**src/rtl/tmr_pkg.sv**
```systemverilog
package tmr_pkg;

    // bus protocol phases seen by the slave
    typedef enum logic [1:0] {
        AP_IDLE   = 2'd0,
        AP_SETUP  = 2'd1,
        AP_ACCESS = 2'd2
    } ap_state_e;

    // channel run state
    typedef enum logic {
        CH_STOP = 1'b0,
        CH_RUN  = 1'b1
    } ch_state_e;

    // register selected inside a channel window
    typedef enum logic [2:0] {
        RG_LOAD = 3'd0,
        RG_CUR  = 3'd1,
        RG_CTRL = 3'd2,
        RG_EOI  = 3'd3,
        RG_NONE = 3'd4
    } tmr_reg_e;

    // control word bit positions
    localparam int CTRL_EN   = 0;
    localparam int CTRL_MODE = 1;
    localparam int CTRL_MASK = 2;
    localparam int CTRL_W    = 3;

    // offsets inside the shared window
    localparam int RAW_OFS = 8;
    localparam int VER_OFS = 12;

endpackage

```
**src/rtl/tmr_apb_fsm.sv**
```systemverilog
module tmr_apb_fsm
    import tmr_pkg::*;
#(
    parameter int NUM_CH = 8,
    parameter int ADDR_W = 8,
    parameter int STRIDE = 20
) (
    input  logic                clk,
    input  logic                rst_n,
    input  logic                psel,
    input  logic                penable,
    input  logic                pwrite,
    input  logic [ADDR_W-1:0]   paddr,
    output logic                xfer_wr,
    output logic                xfer_rd,
    output logic [NUM_CH-1:0]   ch_hit,
    output tmr_reg_e            reg_sel,
    output logic                raw_hit,
    output logic                ver_hit
);

    localparam int BLK_BASE = NUM_CH * STRIDE;

    ap_state_e state_q, state_d;
    logic [ADDR_W-1:0] off;

    // next-state logic
    always_comb begin
        state_d = state_q;
        unique case (state_q)
            AP_IDLE:   if (psel && !penable) state_d = AP_SETUP;
            AP_SETUP: begin
                if (psel && penable) state_d = AP_ACCESS;
                else if (!psel)      state_d = AP_IDLE;
            end
            AP_ACCESS: state_d = (psel && !penable) ? AP_SETUP : AP_IDLE;
            default:   state_d = AP_IDLE;
        endcase
    end

    // state register
    always_ff @(posedge clk or negedge rst_n) begin
        if (!rst_n) state_q <= AP_IDLE;
        else        state_q <= state_d;
    end

    // outputs: a single strobe per transfer, taken on setup -> access
    always_comb begin
        xfer_wr = 1'b0;
        xfer_rd = 1'b0;
        unique case (state_q)
            AP_SETUP: begin
                xfer_wr = psel && penable && pwrite;
                xfer_rd = psel && penable && !pwrite;
            end
            default: begin
                xfer_wr = 1'b0;
                xfer_rd = 1'b0;
            end
        endcase
    end

    // channel window decode
    for (genvar i = 0; i < NUM_CH; i++) begin : g_hit
        localparam int LO = i * STRIDE;
        localparam int HI = (i + 1) * STRIDE;
        assign ch_hit[i] = (paddr >= ADDR_W'(LO)) && (paddr < ADDR_W'(HI));
    end

    always_comb begin
        off = '0;
        for (int i = 0; i < NUM_CH; i++) begin
            if (ch_hit[i]) off = paddr - ADDR_W'(i * STRIDE);
        end
    end

    always_comb begin
        unique case (off >> 2)
            ADDR_W'(0): reg_sel = RG_LOAD;
            ADDR_W'(1): reg_sel = RG_CUR;
            ADDR_W'(2): reg_sel = RG_CTRL;
            ADDR_W'(3): reg_sel = RG_EOI;
            default:    reg_sel = RG_NONE;
        endcase
    end

    assign raw_hit = (paddr == ADDR_W'(BLK_BASE + RAW_OFS));
    assign ver_hit = (paddr == ADDR_W'(BLK_BASE + VER_OFS));

endmodule

```
**src/rtl/tmr_channel.sv**
```systemverilog
module tmr_channel
    import tmr_pkg::*;
#(
    parameter int CNT_W = 32
) (
    input  logic              clk,
    input  logic              rst_n,
    input  logic              wr_load,
    input  logic              wr_ctrl,
    input  logic              rd_eoi,
    input  logic [CNT_W-1:0]  wdata,
    output logic [CNT_W-1:0]  load_o,
    output logic [CNT_W-1:0]  cnt_o,
    output logic [CTRL_W-1:0] ctrl_o,
    output logic              run_o,
    output logic              raw_o,
    output logic              irq_o
);

    ch_state_e state_q, state_d;
    logic [CNT_W-1:0] load_q, cnt_q;
    logic             mode_q, mask_q, raw_q;
    logic             start, wrap;

    // next-state logic
    always_comb begin
        state_d = state_q;
        unique case (state_q)
            CH_STOP: if (wr_ctrl && wdata[CTRL_EN])  state_d = CH_RUN;
            CH_RUN:  if (wr_ctrl && !wdata[CTRL_EN]) state_d = CH_STOP;
            default: state_d = CH_STOP;
        endcase
    end

    always_ff @(posedge clk or negedge rst_n) begin
        if (!rst_n) state_q <= CH_STOP;
        else        state_q <= state_d;
    end

    assign start = (state_q == CH_STOP) && wr_ctrl && wdata[CTRL_EN];
    assign wrap  = (state_q == CH_RUN) && (cnt_q == '0);

    // datapath and outputs
    always_ff @(posedge clk or negedge rst_n) begin
        if (!rst_n) begin
            load_q <= '0;
            cnt_q  <= '0;
            mode_q <= 1'b0;
            mask_q <= 1'b0;
            raw_q  <= 1'b0;
        end else begin
            if (wr_load) load_q <= wdata;
            if (wr_ctrl) begin
                mode_q <= wdata[CTRL_MODE];
                mask_q <= wdata[CTRL_MASK];
            end
            unique case (state_q)
                CH_STOP: if (start) cnt_q <= load_q;
                CH_RUN: begin
                    if (wrap) cnt_q <= mode_q ? load_q : '1;
                    else      cnt_q <= cnt_q - CNT_W'(1);
                end
                default: cnt_q <= cnt_q;
            endcase
            if (wrap)        raw_q <= 1'b1;
            else if (rd_eoi) raw_q <= 1'b0;
        end
    end

    assign load_o = load_q;
    assign cnt_o  = cnt_q;
    assign run_o  = (state_q == CH_RUN);
    assign ctrl_o = {mask_q, mode_q, run_o};
    assign raw_o  = raw_q;
    assign irq_o  = raw_q && !mask_q;

endmodule

```
**src/rtl/tmr_bank_apb.sv**
```systemverilog
module tmr_bank_apb
    import tmr_pkg::*;
#(
    parameter int          NUM_CH  = 8,
    parameter int          CNT_W   = 32,
    parameter int          ADDR_W  = 8,
    parameter int          STRIDE  = 20,
    parameter logic [31:0] VERSION = 32'h0107_2A11
) (
    input  logic              pclk,
    input  logic              presetn,
    input  logic [ADDR_W-1:0] paddr,
    input  logic              psel,
    input  logic              penable,
    input  logic              pwrite,
    input  logic [CNT_W-1:0]  pwdata,
    output logic [CNT_W-1:0]  prdata,
    output logic              pready,
    output logic [NUM_CH-1:0] tmr_irq
);

    logic                          xfer_wr, xfer_rd, raw_hit, ver_hit;
    logic [NUM_CH-1:0]             ch_hit;
    tmr_reg_e                      reg_sel;
    logic [NUM_CH-1:0]             wr_load, wr_ctrl, rd_eoi, run_vec, raw_vec;
    logic [NUM_CH-1:0]             mode_vec;
    logic [NUM_CH-1:0][CNT_W-1:0]  load_vec, cnt_vec;
    logic [NUM_CH-1:0][CTRL_W-1:0] ctrl_vec;

    tmr_apb_fsm #(
        .NUM_CH (NUM_CH),
        .ADDR_W (ADDR_W),
        .STRIDE (STRIDE)
    ) u_fsm (
        .clk     (pclk),
        .rst_n   (presetn),
        .psel    (psel),
        .penable (penable),
        .pwrite  (pwrite),
        .paddr   (paddr),
        .xfer_wr (xfer_wr),
        .xfer_rd (xfer_rd),
        .ch_hit  (ch_hit),
        .reg_sel (reg_sel),
        .raw_hit (raw_hit),
        .ver_hit (ver_hit)
    );

    for (genvar i = 0; i < NUM_CH; i++) begin : g_ch
        assign wr_load[i] = xfer_wr && ch_hit[i] && (reg_sel == RG_LOAD);
        assign wr_ctrl[i] = xfer_wr && ch_hit[i] && (reg_sel == RG_CTRL);
        assign rd_eoi[i]  = xfer_rd && ch_hit[i] && (reg_sel == RG_EOI);
        assign mode_vec[i] = ctrl_vec[i][CTRL_MODE];

        tmr_channel #(.CNT_W(CNT_W)) u_ch (
            .clk     (pclk),
            .rst_n   (presetn),
            .wr_load (wr_load[i]),
            .wr_ctrl (wr_ctrl[i]),
            .rd_eoi  (rd_eoi[i]),
            .wdata   (pwdata),
            .load_o  (load_vec[i]),
            .cnt_o   (cnt_vec[i]),
            .ctrl_o  (ctrl_vec[i]),
            .run_o   (run_vec[i]),
            .raw_o   (raw_vec[i]),
            .irq_o   (tmr_irq[i])
        );
    end

    // read mux
    always_comb begin
        prdata = '0;
        for (int i = 0; i < NUM_CH; i++) begin
            if (ch_hit[i]) begin
                unique case (reg_sel)
                    RG_LOAD: prdata = load_vec[i];
                    RG_CUR:  prdata = cnt_vec[i];
                    RG_CTRL: prdata = CNT_W'(ctrl_vec[i]);
                    default: prdata = '0;
                endcase
            end
        end
        if (raw_hit) prdata = CNT_W'(raw_vec);
        if (ver_hit) prdata = CNT_W'(VERSION);
    end

    assign pready = 1'b1;

endmodule

```
**config.mk**
```make
export PLATFORM = sky130hd
export DESIGN_NAME = tmr_bank_apb
export DESIGN_NICKNAME = d
export VERILOG_FILES = /design/src/rtl/tmr_pkg.sv /design/src/rtl/tmr_apb_fsm.sv /design/src/rtl/tmr_channel.sv /design/src/rtl/tmr_bank_apb.sv
export SDC_FILE = /design/constraint.sdc
export NUM_CORES = 1
export LEC_CHECK = 0
export CORE_ASPECT_RATIO = 1.25
export CORE_MARGIN = 2
export CORE_UTILIZATION = 35
export CTS_BUF_LIST = sky130_fd_sc_hd__clkbuf_8
export CTS_CLUSTER_DIAMETER = 30
export DETAILED_ROUTE_END_ITERATION = 16
export PLACE_DENSITY_LB_ADDON = 0.05
export SETUP_SLACK_MARGIN = 0.02
export SLEW_MARGIN = 10
export SYNTH_ARGS = -nofsm -noshare
export SYNTH_HDL_FRONTEND = slang
export SYNTH_SLANG_ARGS = --single-unit
```
**constraint.sdc**
```tcl
create_clock -name pclk -period 7.28 [get_ports pclk]
set_clock_uncertainty 0.15 [all_clocks]
set_input_delay 0.728 -clock pclk [delete_from_list [all_inputs] [get_ports pclk]]
set_output_delay 0.728 -clock pclk [all_outputs]
set_load 0.01 [all_outputs]
```
# After elaboration in Yosys (flattened, before gate mapping)
# Index checks and enable logic that the tools add are counted.
[op_classes] addsub=15 order_cmp=16 eq_ne=20 n_mux=106 bitwise_logic=8 n_reduce_logical=131
[op_table] op="32-bit 2-to-1 mux" n=34
[op_table] op="32-bit case mux with 3 select lines" n=8
[op_table] op="32-bit case mux with 2 select lines" n=8
[op_table] op="32-bit logical NOT" n=8
[op_table] op="32-bit by 1-bit subtractor with 32-bit output (second input constant)" n=8
[op_table] op="1-bit logical AND" n=100
[op_table] op="8-bit 2-to-1 mux" n=8
[op_table] op="1-bit 2-to-1 mux" n=35
[op_table] op="8-bit by 7-bit greater-or-equal comparator with 1-bit output (second input constant)" n=3
[op_table] op="8-bit by 7-bit < comparator with 1-bit output (second input constant)" n=3
[op_table] op="8-bit by 7-bit subtractor with 8-bit output (second input constant)" n=3
[op_table] op="2-bit by 1-bit inequality test with 1-bit output (second input constant)" n=9
[op_table] op="8-bit == test (second input constant)" n=2
[op_table] op="8-bit by 6-bit greater-or-equal comparator with 1-bit output (second input constant)" n=2
[op_table] op="8-bit by 6-bit < comparator with 1-bit output (second input constant)" n=2
[op_table] op="8-bit < comparator (second input constant)" n=2
[op_table] op="1-bit case mux with 2 select lines" n=8
[op_table] op="2-bit nonzero test" n=8
[op_table] op="8-bit by 6-bit subtractor with 8-bit output (second input constant)" n=2
[op_table] op="6-bit by 2-bit == test with 1-bit output (second input constant)" n=2
[op_table] op="3-bit case mux with 4 select lines" n=1
[op_table] op="1-bit logical NOT" n=11
[op_table] op="8-bit by 1-bit greater-or-equal comparator with 1-bit output (second input constant)" n=1
[op_table] op="8-bit by 5-bit greater-or-equal comparator with 1-bit output (second input constant)" n=1
[op_table] op="other kinds (17)" n=27
[word_totals] regBits=546 elab_cells=345

# Logic depth before layout (Yosys ltp)
# Gate-level depths: netlist (run 1).
[logic_depth] word_depth=24 depth_mapped=18 depth_no_buf=13

# By module
# From an unflattened synthesis (run 1), not the netlist that was laid out.
[hier_totals] cells_unflattened=3690 hier_area_um2=35615.4
[modules_own_cells] module="tmr_channel (g_ch[0].u_ch ...)" instances=7 cells_each=347 area_per_inst_um2=3602.2 seq_area_each_um2=1701.6
[modules_own_cells] module="tmr_bank_apb" instances=1 cells_each=783 area_per_inst_um2=5684.2 seq_area_each_um2=0.0
[modules_own_cells] module="tmr_channel (g_ch[7].u_ch)" instances=1 cells_each=327 area_per_inst_um2=3530.9 seq_area_each_um2=1701.6
[modules_own_cells] module="tmr_apb_fsm" instances=1 cells_each=151 area_per_inst_um2=1184.9 seq_area_each_um2=50.0

# Worst setup path after synthesis (run 1)
# OpenSTA, ideal clock, no wires.
[synth_path] kind="input port to output port" start="input port paddr[3]" end="output port prdata[22]" arrival_ps=4605 t_required_ps=6402 slack_ps=1797 path_stages=17 path_cell_list="clkbuf_1 -> inv_1 -> ha_1 -> nor4bb_1 -> o31ai_2 -> nor3_1 -> o32a_1 -> o31ai_1 -> nand2_1 -> clkbuf_1 -> nor3_1 -> clkbuf_1 -> buf_1 -> a22oi_1 -> o21ai_0 -> o21ai_0 -> a21oi_1"
[synth_via] elab_chain_len=24
[synth_rtl] item="from (decl)" line_no="tmr_bank_apb.sv:12" rtl="input logic [ADDR_W-1:0] paddr,"
[synth_rtl] item="8-bit by 1-bit greater-or-equal comparator with 1-bit output or 8-bit by 5-bit < comparator with 1-bit output (tied branches)" line_no="tmr_apb_fsm.sv:67" rtl="assign ch_hit[i] = (paddr >= ADDR_W'(LO)) && (paddr < ADDR_W'(HI));"
[synth_rtl] item="1-bit logical AND" line_no="tmr_apb_fsm.sv:67"
[synth_rtl] item="8-bit 2-to-1 mux (8 in series)" line_no="tmr_apb_fsm.sv:73" rtl="if (ch_hit[i]) off = paddr - ADDR_W'(i * STRIDE);"
[synth_rtl] item="6-bit by 2-bit == test with 1-bit output, or another cell as far along" line_no="tmr_apb_fsm.sv:78" rtl="unique case (off >> 2)"
[synth_rtl] item="3-bit case mux with 4 select lines" line_no="tmr_apb_fsm.sv:78"
[synth_rtl] item="3-bit by 2-bit == test with 1-bit output, or another cell as far along" line_no="tmr_bank_apb.sv:76" rtl="unique case (reg_sel)"
[synth_rtl] item="32-bit case mux with 3 select lines" line_no="tmr_bank_apb.sv:76"
[synth_rtl] item="32-bit 2-to-1 mux (8 in series)" line_no="tmr_bank_apb.sv:75" rtl="if (ch_hit[i]) begin"
[synth_rtl] item="32-bit 2-to-1 mux" line_no="tmr_bank_apb.sv:84" rtl="if (raw_hit) prdata = CNT_W'(raw_vec);"
[synth_rtl] item="32-bit 2-to-1 mux *" line_no="tmr_bank_apb.sv:85" rtl="if (ver_hit) prdata = CNT_W'(VERSION);"
[synth_rtl] item="to (decl)" line_no="tmr_bank_apb.sv:17" rtl="output logic [CNT_W-1:0] prdata,"
# Mark *: on every way between the ends. The rest lies on a longest branch, timed or not.

# Worst setup path after layout (run 1)
[layout_path] start="input port paddr[5]" end="output port prdata[4]"
# Same word-level chain as after synthesis.

==> results.md, run 1 <==
Power:
- The switching power of the nets is 0.003982 W.
- Power spread over the standard cell area amounts to roughly 290 nW/µm².
- Of the total power, the share spent switching nets is 0.3533.
- The internal power of the cells totals ~0.0073 W.
- The cell leakage power is 16.17 nW.
- The combinational cell fraction of total power is 0.192.
- The share of total power dissipated in the clock network is 0.426.
- Across the VDD grid, the largest voltage drop is about 190 µV.
- Total power for the finished layout comes to 0.01127 W.
- Of the total power, registers draw 0.382.

Floorplanning:
- The standard cell core area is between 90000 and 100000 µm².
- 86 I/O pins were placed.
- The die is ~340 µm tall.
- The die covers between 90000 and 100000 µm².
- The effective utilization at floorplan is 0.3513.
- The die width is roughly 280 µm.
- Row generation in the floorplan step produced ~130 rows.

CTS:
- TritonCTS built the clock tree.
- The clock slew seen by the registers of the worst setup and hold paths is 0.05 ns.
- Counting along the longest clock path gives a buffer depth of 3.
- The clock sink total is roughly 550.
- CTS built an H-tree with a depth of 4.
- The later-pin clock latency in the skew report is ~0.84 ns.
- The library cell used as clock root buffer is clkbuf_8.
- The clock buffer count from CTS is roughly 150.
- The post-CTS setup-driven buffer insertion count is 0.

Drt:
- The average wire per standard cell is around 32 µm.
- The final route contains 32380 vias.
- The first-pass iteration count of the detailed router is 6.
- The number of nets still failing antenna checks after routing is 0.
- The ratio of routed vias to standard cells is around 6.3.
- The aggregate routed wire length is about 160000 µm.
- After the first detailed-routing iteration, the DRC count stood at between 3000 and 4000.
- For this run, design rule violations remaining after detail routing come to 0.

Setup path:
- Along the worst path, the maximum fanout reaches 44.
- The data required time of the worst path is around 6.4 ns.
- The worst register-to-register path begins at g_ch[7].u_ch.cnt_o[0].
- For flop-to-flop paths, the worst setup slack is 2.03 ns.
- The critical path launch point type is an input pin.
- The endpoint identified for the worst register-to-register timing path is g_ch[7].u_ch.cnt_o[17].
- The critical path is of the in2out type.
- The arrival time at the worst endpoint is around 6.2 ns.
- The endpoint type of the worst setup path is an output port.
- Measured in cells, the most critical reg-to-reg path has a length of 13.

Hold path:
- The worst min-delay path class is reg2reg.
- In this run the most critical hold path is launched from u_fsm.state_q[1].
- The worst hold path terminates at u_fsm.state_q[0].
- The worst hold path cell count is 1.

Logic synthesis:
- When the netlist entered floorplanning its net count stood at 3733.
- For this run, the register share of the synthesized area comes to 0.4200.
- During synthesis, Yosys emitted a total of 0 warnings.
- Of the total synthesized cell area, the portion taken by full adders, half adders and majority gates is 0.008078.
- The share of synthesized area in the top cell type comes to 0.4200.
- After synthesis, the mean cell area works out to roughly 8.9 µm².
- Of the total synthesized cell area, the portion taken by AND, OR, NAND and NOR gates is 0.1652.
- The number of flops mapped to enable cells by yosys is 0.
- The cell with the most instances after synthesis is dfrtp_1.
- The share of async-settable or async-resettable flops after synthesis is 1.000.
- Synthesis inferred 546 register bits.
- In the synthesized netlist the dominant register cell turns out to be dfrtp_1.
- The synthesized design spends more area on one cell type than any other, namely dfrtp_1.
- By area the synthesized netlist is led by dfrtp_1 (42%), mux2_2 (9.0%), a21oi_1 (7.1%).
- The portion of netlist area occupied by mux cells is 0.1079.
- The cell area after synthesis is roughly 33000 µm².
- The number of library cell types mapped by synthesis is 90.
- Synthesis handed over a netlist of about 3700 instances.
- The xor/xnor cell area share of the yosys netlist is 0.003770.
- After synthesis, the largest family of logic cells by area is compound AO/OA/AOI/OAI gates.
- The synthesized-area fraction occupied by ao, oa, aoi and oai cells is 0.2482.
- Sorting the synthesized cells by how often they occur yields dfrtp_1 (546), a21oi_1 (462), mux2_2 (260), nor2_1 (260), o21ai_0 (259).

Placement:
- Timing analysis after detailed placement gives a worst setup slack of -0.2658 ns.
- The placer congestion estimate is ~0.99.
- The total cell area at the placement stage is around 35000 µm².
- Once detailed placement completed, the half-perimeter wirelength came to about 110000 µm.
- Input and output buffers added on the ports amount to 84.

Global routing:
- Entering global routing, the biggest net connects roughly 170 pins.
- The total global routing track utilization is 0.3354.
- The number of antenna violations at the first check in global routing was 25.
- The first global-routing pass estimated 231200 µm of wire.
- Summed over all layers, the global routing overflow is 0.
- The via count of the first global-routing pass came to 31740.

STA:
- In this run the tightest slew margin relative to its limit is 0.07398.
- The count of final setup violators is 0.
- Once routing completed, OpenROAD measured the worst setup slack at between 0.15 and 0.2 ns.
- Setup repair after global routing could not meet its margin everywhere.
- At the pin with the least slew margin, the transition time is 1.389 ns.
- After layout, the minimum clock period comes to a little over 7 ns.
- Timing would allow up to 140.5 MHz.
- Of the available clock period, the critical path in the final layout requires 0.9775.
- The tightest hold margin is roughly 0.30 ns.
- The total count of max-transition violations in the final report was 0.
- The hold violation count in the final report is 0.

Cells and area:
- The area growth from synthesis to layout is 19.69%.
- Measured on the finished design, the core utilization comes to 0.4205.
- In the final design database the tool counted between 3000 and 4000 nets.
- The ratio of cells with drive above 1 in the final layout is 0.1928.
- The final non-filler cell area is between 30000 and 40000 µm².

Run:
- Across the run, the number of max-cap violations was 0.

Status:
- The run finished with clean final reports.
timing repair:
action	4_1_cts	5_1_grt
gates resized for setup	5	12
endpoints found under the hold margin	67	0
endpoints found under the setup margin	4	29
hold buffers	1	0
cloned	0	0
how the worst max path moves through the flow:
| stage | startpoint | endpoint | slack [ns] | depth (start not counted) |
|---|---|---|---|---|
| 5_1_grt | paddr[2] | prdata[26] | -0.004 | 17 |
| 4_1_cts | paddr[3] | prdata[4] | 0.04 | 18 |
| 2_1_floorplan | paddr[3] | prdata[22] | 1.80 | 17 |
| 6_report | paddr[5] | prdata[4] | 0.16 | 19 |
| 3_3_place_gp | paddr[3] | prdata[17] | -0.29 | 17 |
| 3_5_place_dp | paddr[3] | prdata[17] | -0.27 | 17 |
per-layer routing:
layer | GRT usage | wire (µm) | vias to the layer above
met5 | 0 | 27 | -
met4 | 0.2041 | 10300 | 4
met3 | 0.07100 | 12500 | 413
met2 | 0.5681 | 78610 | 1662
met1 | 0.3919 | 61320 | 16210
li1 | - | - | 14090
per-stage QoR:
stage	instances	setup TNS, ns
finish	5139	0
detailed placement	4851	-0.2990
floorplan	3667	0
CTS	5132	0
global placement	4851	-0.4502
global route	5134	-0.003884
logic make-up (layout without fill, tap and decap cells):
group	count (synthesis)	in the layout
DFF	546	546
muxes	315	315
AOI/OAI and AO/OA	1308	1308
and+or+nand+nor	1086	1086
buffers and inverters	376	636
adders and majority gates	21	21
other	1	7
xor gates and xnor gates	14	14
critical path: stages:
cell	delay, ns
clkdlybuf4s50_1	0.49
buf_4	0.21
ha_1	0.23
buf_4	0.19
a31o_2	0.27
a41o_1	0.25
a32oi_2	0.29
a2111oi_0	0.17
buf_4	0.18
or3_1	0.45
buf_4	0.23
nor2_4	0.17
buf_12	0.28
buf_6	0.32
a22oi_1	0.14
o22ai_1	0.38
nor3_1	0.09
o21ai_1	0.44
clkdlybuf4s50_1	0.65
placed cells by master, fill, tap and decap left out, types with 11 or more instances in the layout:
cell	Yosys	layout
a211oi_1	35	33
a21oi_1	462	457
a221oi_1	50	50
a22oi_1	148	148
a31oi_1	19	19
and2_1	13	12
buf_12	0	11
buf_4	9	149
bufinv_16	0	20
clkbuf_8	0	181
clkdlybuf4s50_1	0	82
clkinv_2	0	34
clkinvlp_4	0	17
dfrtp_1	546	546
ha_1	21	21
inv_1	108	127
mux2_1	21	21
mux2_2	260	260
mux2i_1	33	33
nand2_1	247	246
nand2b_1	55	54
nand3_1	125	125
nand4_1	24	24
nor2_1	260	247
nor2_4	0	11
nor2b_1	22	21
nor3_1	124	119
nor4_1	30	30
o211ai_1	15	15
o21a_1	11	11
o21ai_0	259	254
o21ai_1	45	49
o22ai_1	81	81
o31ai_1	20	18
o32ai_1	60	60
or2_2	11	11
or3_1	93	93
or4_1	22	22
final cells by class:
type	count	area, µm²
inverters	109	409.1
multi-input cells	2745	17560
flip-flops and latches	546	13660
repair buffers	247	2212
fillers	9297	53660
well taps	1206	1509
clock inverters	99	1069
diodes	6	15.01
clock buffers	181	2491
flip-flops by register name (all words and copies together), names as in the netlist, named ones only:
register and flops:
g_ch.u_ch.cnt_o 256, g_ch.u_ch.load_o 256, g_ch.u_ch.mask_q 8, g_ch.u_ch.mode_q 8, g_ch.u_ch.raw_o 8, u_fsm.state_q 2
power groups by stage:
stage	registers (W)	clock network (W)	logic [W]
floorplan	0.00401	0	0.00134
global placement	0.00432	0	0.00208
detailed placement	0.00433	0	0.00211
CTS	0.00428	0.00488	0.00213
global route	0.00437	0.00504	0.00237
finish	0.00431	0.00480	0.00217
No activity file was read; power rests on OpenSTA's default activity.
==> inputs of run 2 (changes only) <==
CTS_CLUSTER_DIAMETER = 40   (was 30)
GPL_ROUTABILITY_DRIVEN = 0   (was not set)
==> results.md, run 2 (synthesized netlist as in run 1, its figures left out) <==
STA:
- The final period utilization came to 0.9805 (+0.003039).
- The count of final setup violators is 0 (unchanged).
- The hold violation count in the final report came to 0 (unchanged).
- The peak clock frequency supported by timing was 140.1 MHz (-0.31%).
- The pin slew with the least headroom to its limit is 1.340 ns (-0.04898 ns).
- The tightest slew margin relative to the limit is 0.1006 (+0.02666).
- Setup repair after global routing left no endpoint under its margin.
- The tightest hold margin came to 0.2928 ns (-0.004428 ns).
- The worst-case setup margin in the final layout is 0.1420 ns (-0.02213 ns).
- The shortest clock period the worst path allows after layout is 7.138 ns (+0.02213 ns).
- The total count of max-transition violations in the final report is 0 (unchanged).

Placement:
- The count of buffers inserted at the top-level ports is 84 (unchanged).
- The worst slack at placement is -0.1344 ns (+0.1314 ns).
- The detailed-placement wirelength estimate is 110300 µm (-2.1%).

Drt:
- The average wire per standard cell is 31.51 µm (-0.51%).
- The ratio of routed vias to standard cells is 6.387 (+1.4%).
- The aggregate routed wire length was 158800 µm (-2.4%).
- The total via count in the routed design is 32200 (-0.56%).
- The number of nets still failing antenna checks after routing was 0 (unchanged).
- The first-pass iteration count of the detailed router was 6 (unchanged).
- The initial DRC count is 3354 (-1.2%).
- The count of unresolved DRC violations after routing is 0 (unchanged).

Setup path:
- The largest individual stage delay along the critical path comes from the cell a211oi_1.
- The signal on the critical path passes through clkdlybuf4s50_1, buf_4, ha_1, nand2b_1, o21ai_0, a32oi_1, a2111oi_0, buf_4, or3_1, buf_4, mux2i_1, o22ai_1, a21oi_1, a211oi_1, nor3_1, nor2_1, clkdlybuf4s50_1.
- The highest net fanout along the worst path is 16 (-64%).
- The data required time of the worst path is 6.40 ns (about the same).
- The endpoint type of the worst setup path is an output port.
- The critical path launch point type is an input pin.
- The arrival time at the worst endpoint is 6.26 ns (+0.02 ns).
- The most numerous cell on the critical path is buf_4.
- The critical path is of the in2out type.
- The delay of the slowest critical-path stage is 0.79 ns (+0.14 ns).

Run:
- The number of max-cap violations is 0 (unchanged).

Global routing:
- The number of antenna violations at the first check in global routing was 15 (-40%).
- The total global routing track utilization is 0.3258 (-0.009576).
- The pin count of the biggest net entering global routing is 159 (-4.2%).
- The first-pass GRT wire length is 227100 µm (-1.8%).
- The overall overflow remaining after global route is 0 (unchanged).
- The via count of the first global-routing pass is 31180 (-1.7%).

Hold path:
- The worst min-delay path class is reg2reg.

Power:
- The switching power share of the total is 0.3660 (+0.01271).
- The combinational cell fraction of total power came to 0.210 (+0.018).
- The share of total power in sequential cells is 0.423 (+0.041).
- The cell leakage power is 15.60 nW (-3.5%).
- The peak ir drop on the vdd network is 147.8 µV (-23%).
- The clock network fraction of design power is 0.367 (-0.059).
- The switching power of the nets is 0.003729 W (-6.4%).
- The internal power summed over all cells is 0.006459 W (-11%).
- The power per standard cell area is 270.3 nW/µm² (-6.6%).

CTS:
- The root buffer cell chosen for the clock tree is clkbuf_8.
- The clock buffer count from CTS is 112 (-26%).
- The later-pin clock latency in the skew report is 0.77 ns (-0.07 ns).
- The clock slew seen by the registers of the worst setup and hold paths is 0.06 ns (about the same).
- The clock sink total is 546 (unchanged).
- TritonCTS built the clock tree.
- The largest buffer count on any clock path is 3 (unchanged).
- The number of H-tree branching levels is 3 (-1).

Status:
- The flow ran to the end, and the final reports show no timing, DRC or antenna violations.

Floorplanning:
- The number of ports placed on the die boundary came to 86 (unchanged).
- The die boundary height was 344.8 µm (unchanged).
- The die width is 276.7 µm (unchanged).
- The number of placement rows is 125 (unchanged).
- The standard cell core area is 92590 µm² (unchanged).
- The die area came to 95410 µm² (unchanged).
- The effective utilization at floorplan was 0.3513 (unchanged).

Cells and area:
- Leaving out fill and tap cells, the most frequent cell in the layout is dfrtp_1.
- In the layout the commonest cells are dfrtp_1 (546), a21oi_1 (457), mux2_2 (260), o21ai_0 (251), nor2_1 (248).
- Relative to the synthesized area, the layout overhead comes to 15.87%.
- The ratio of cells with drive above 1 in the final layout is 0.1678 (-0.02493).
- The count of nets after finishing is 3806 (-1.6%).
run 2: through the flow:
step,util,cells,area [µm²],total power [W],TNS (ns)
2_1_floorplan,-,3667,32530,0.005357,0
3_3_place_gp,0.3789,4831,35080,0.006377,-0.1971
3_5_place_dp,0.3789,4831,35080,0.006420,-0.2264
4_1_cts,0.4068,5037,37660,0.01019,0
5_1_grt,0.4070,5038,37680,0.01066,0
6_report,0.4071,5041,37690,0.01019,0
run 2: per-layer routing:
layer  vias up  routed length, µm  GRT usage
met2      1673              75290     0.5423
met4         2              11800     0.2227
met1     16160              60110     0.3907
li1      13920                  -          -
met5         -                 13          0
met3       437              11630    0.05087
run 2: critical path, delay by kind of cell:
kind,cells,cell delay [ns]
AND/OR/NAND/NOR,4,0.75
AO/OA/AOI/OAI,6,2.51
multiplexers,1,0.16
buffers and inverters,5,1.73
adder cells (fa/ha/maj),1,0.32
run 2: worst paths after layout:
path                                            start                     end  slack, ns  cells after the start
worst min register to register       u_fsm.state_q[1]        u_fsm.state_q[0]       0.29                      1
worst max-delay path                         paddr[3]              prdata[19]       0.14                     17
worst max register to register  g_ch[7].u_ch.cnt_o[0]  g_ch[7].u_ch.cnt_o[17]       2.23                     13
worst min-delay path                 u_fsm.state_q[1]        u_fsm.state_q[0]       0.29                      1
min in group asynchronous                     presetn  g_ch[0].u_ch.cnt_o[12]       0.45                      2
max in group asynchronous                     presetn     g_ch[2].u_ch.mask_q       5.02                      3
run 2: final cells by class:
cell class	count	area, µm²
inverters	109	409.1
clock buffers	136	1872
clock inverters	69	690.7
flip-flops and latches	546	13660
fillers	9324	54900
diodes	4	10.01
repair buffers	226	2008
multi-input cells	2745	17530
well taps	1206	1509
run 2: power groups by stage:
| stage | combinational, W | clock [W] | sequential [W] |
|---|---|---|---|
| after global routing | 0.00234 | 0.00394 | 0.00438 |
| after detailed placement | 0.00209 | 0 | 0.00433 |
| after floorplan | 0.00134 | 0 | 0.00401 |
| after global placement | 0.00205 | 0 | 0.00433 |
| after CTS | 0.00210 | 0.00381 | 0.00429 |
| final | 0.00214 | 0.00374 | 0.00431 |
run 2: timing repair:
item / in CTS / in global routing
resized for setup: 4 / 8
hold buffers: 1 / 0
endpoints found under the setup margin: 4 / 23
buffers inserted: 0 / 0
endpoints found under the hold margin: 84 / 0
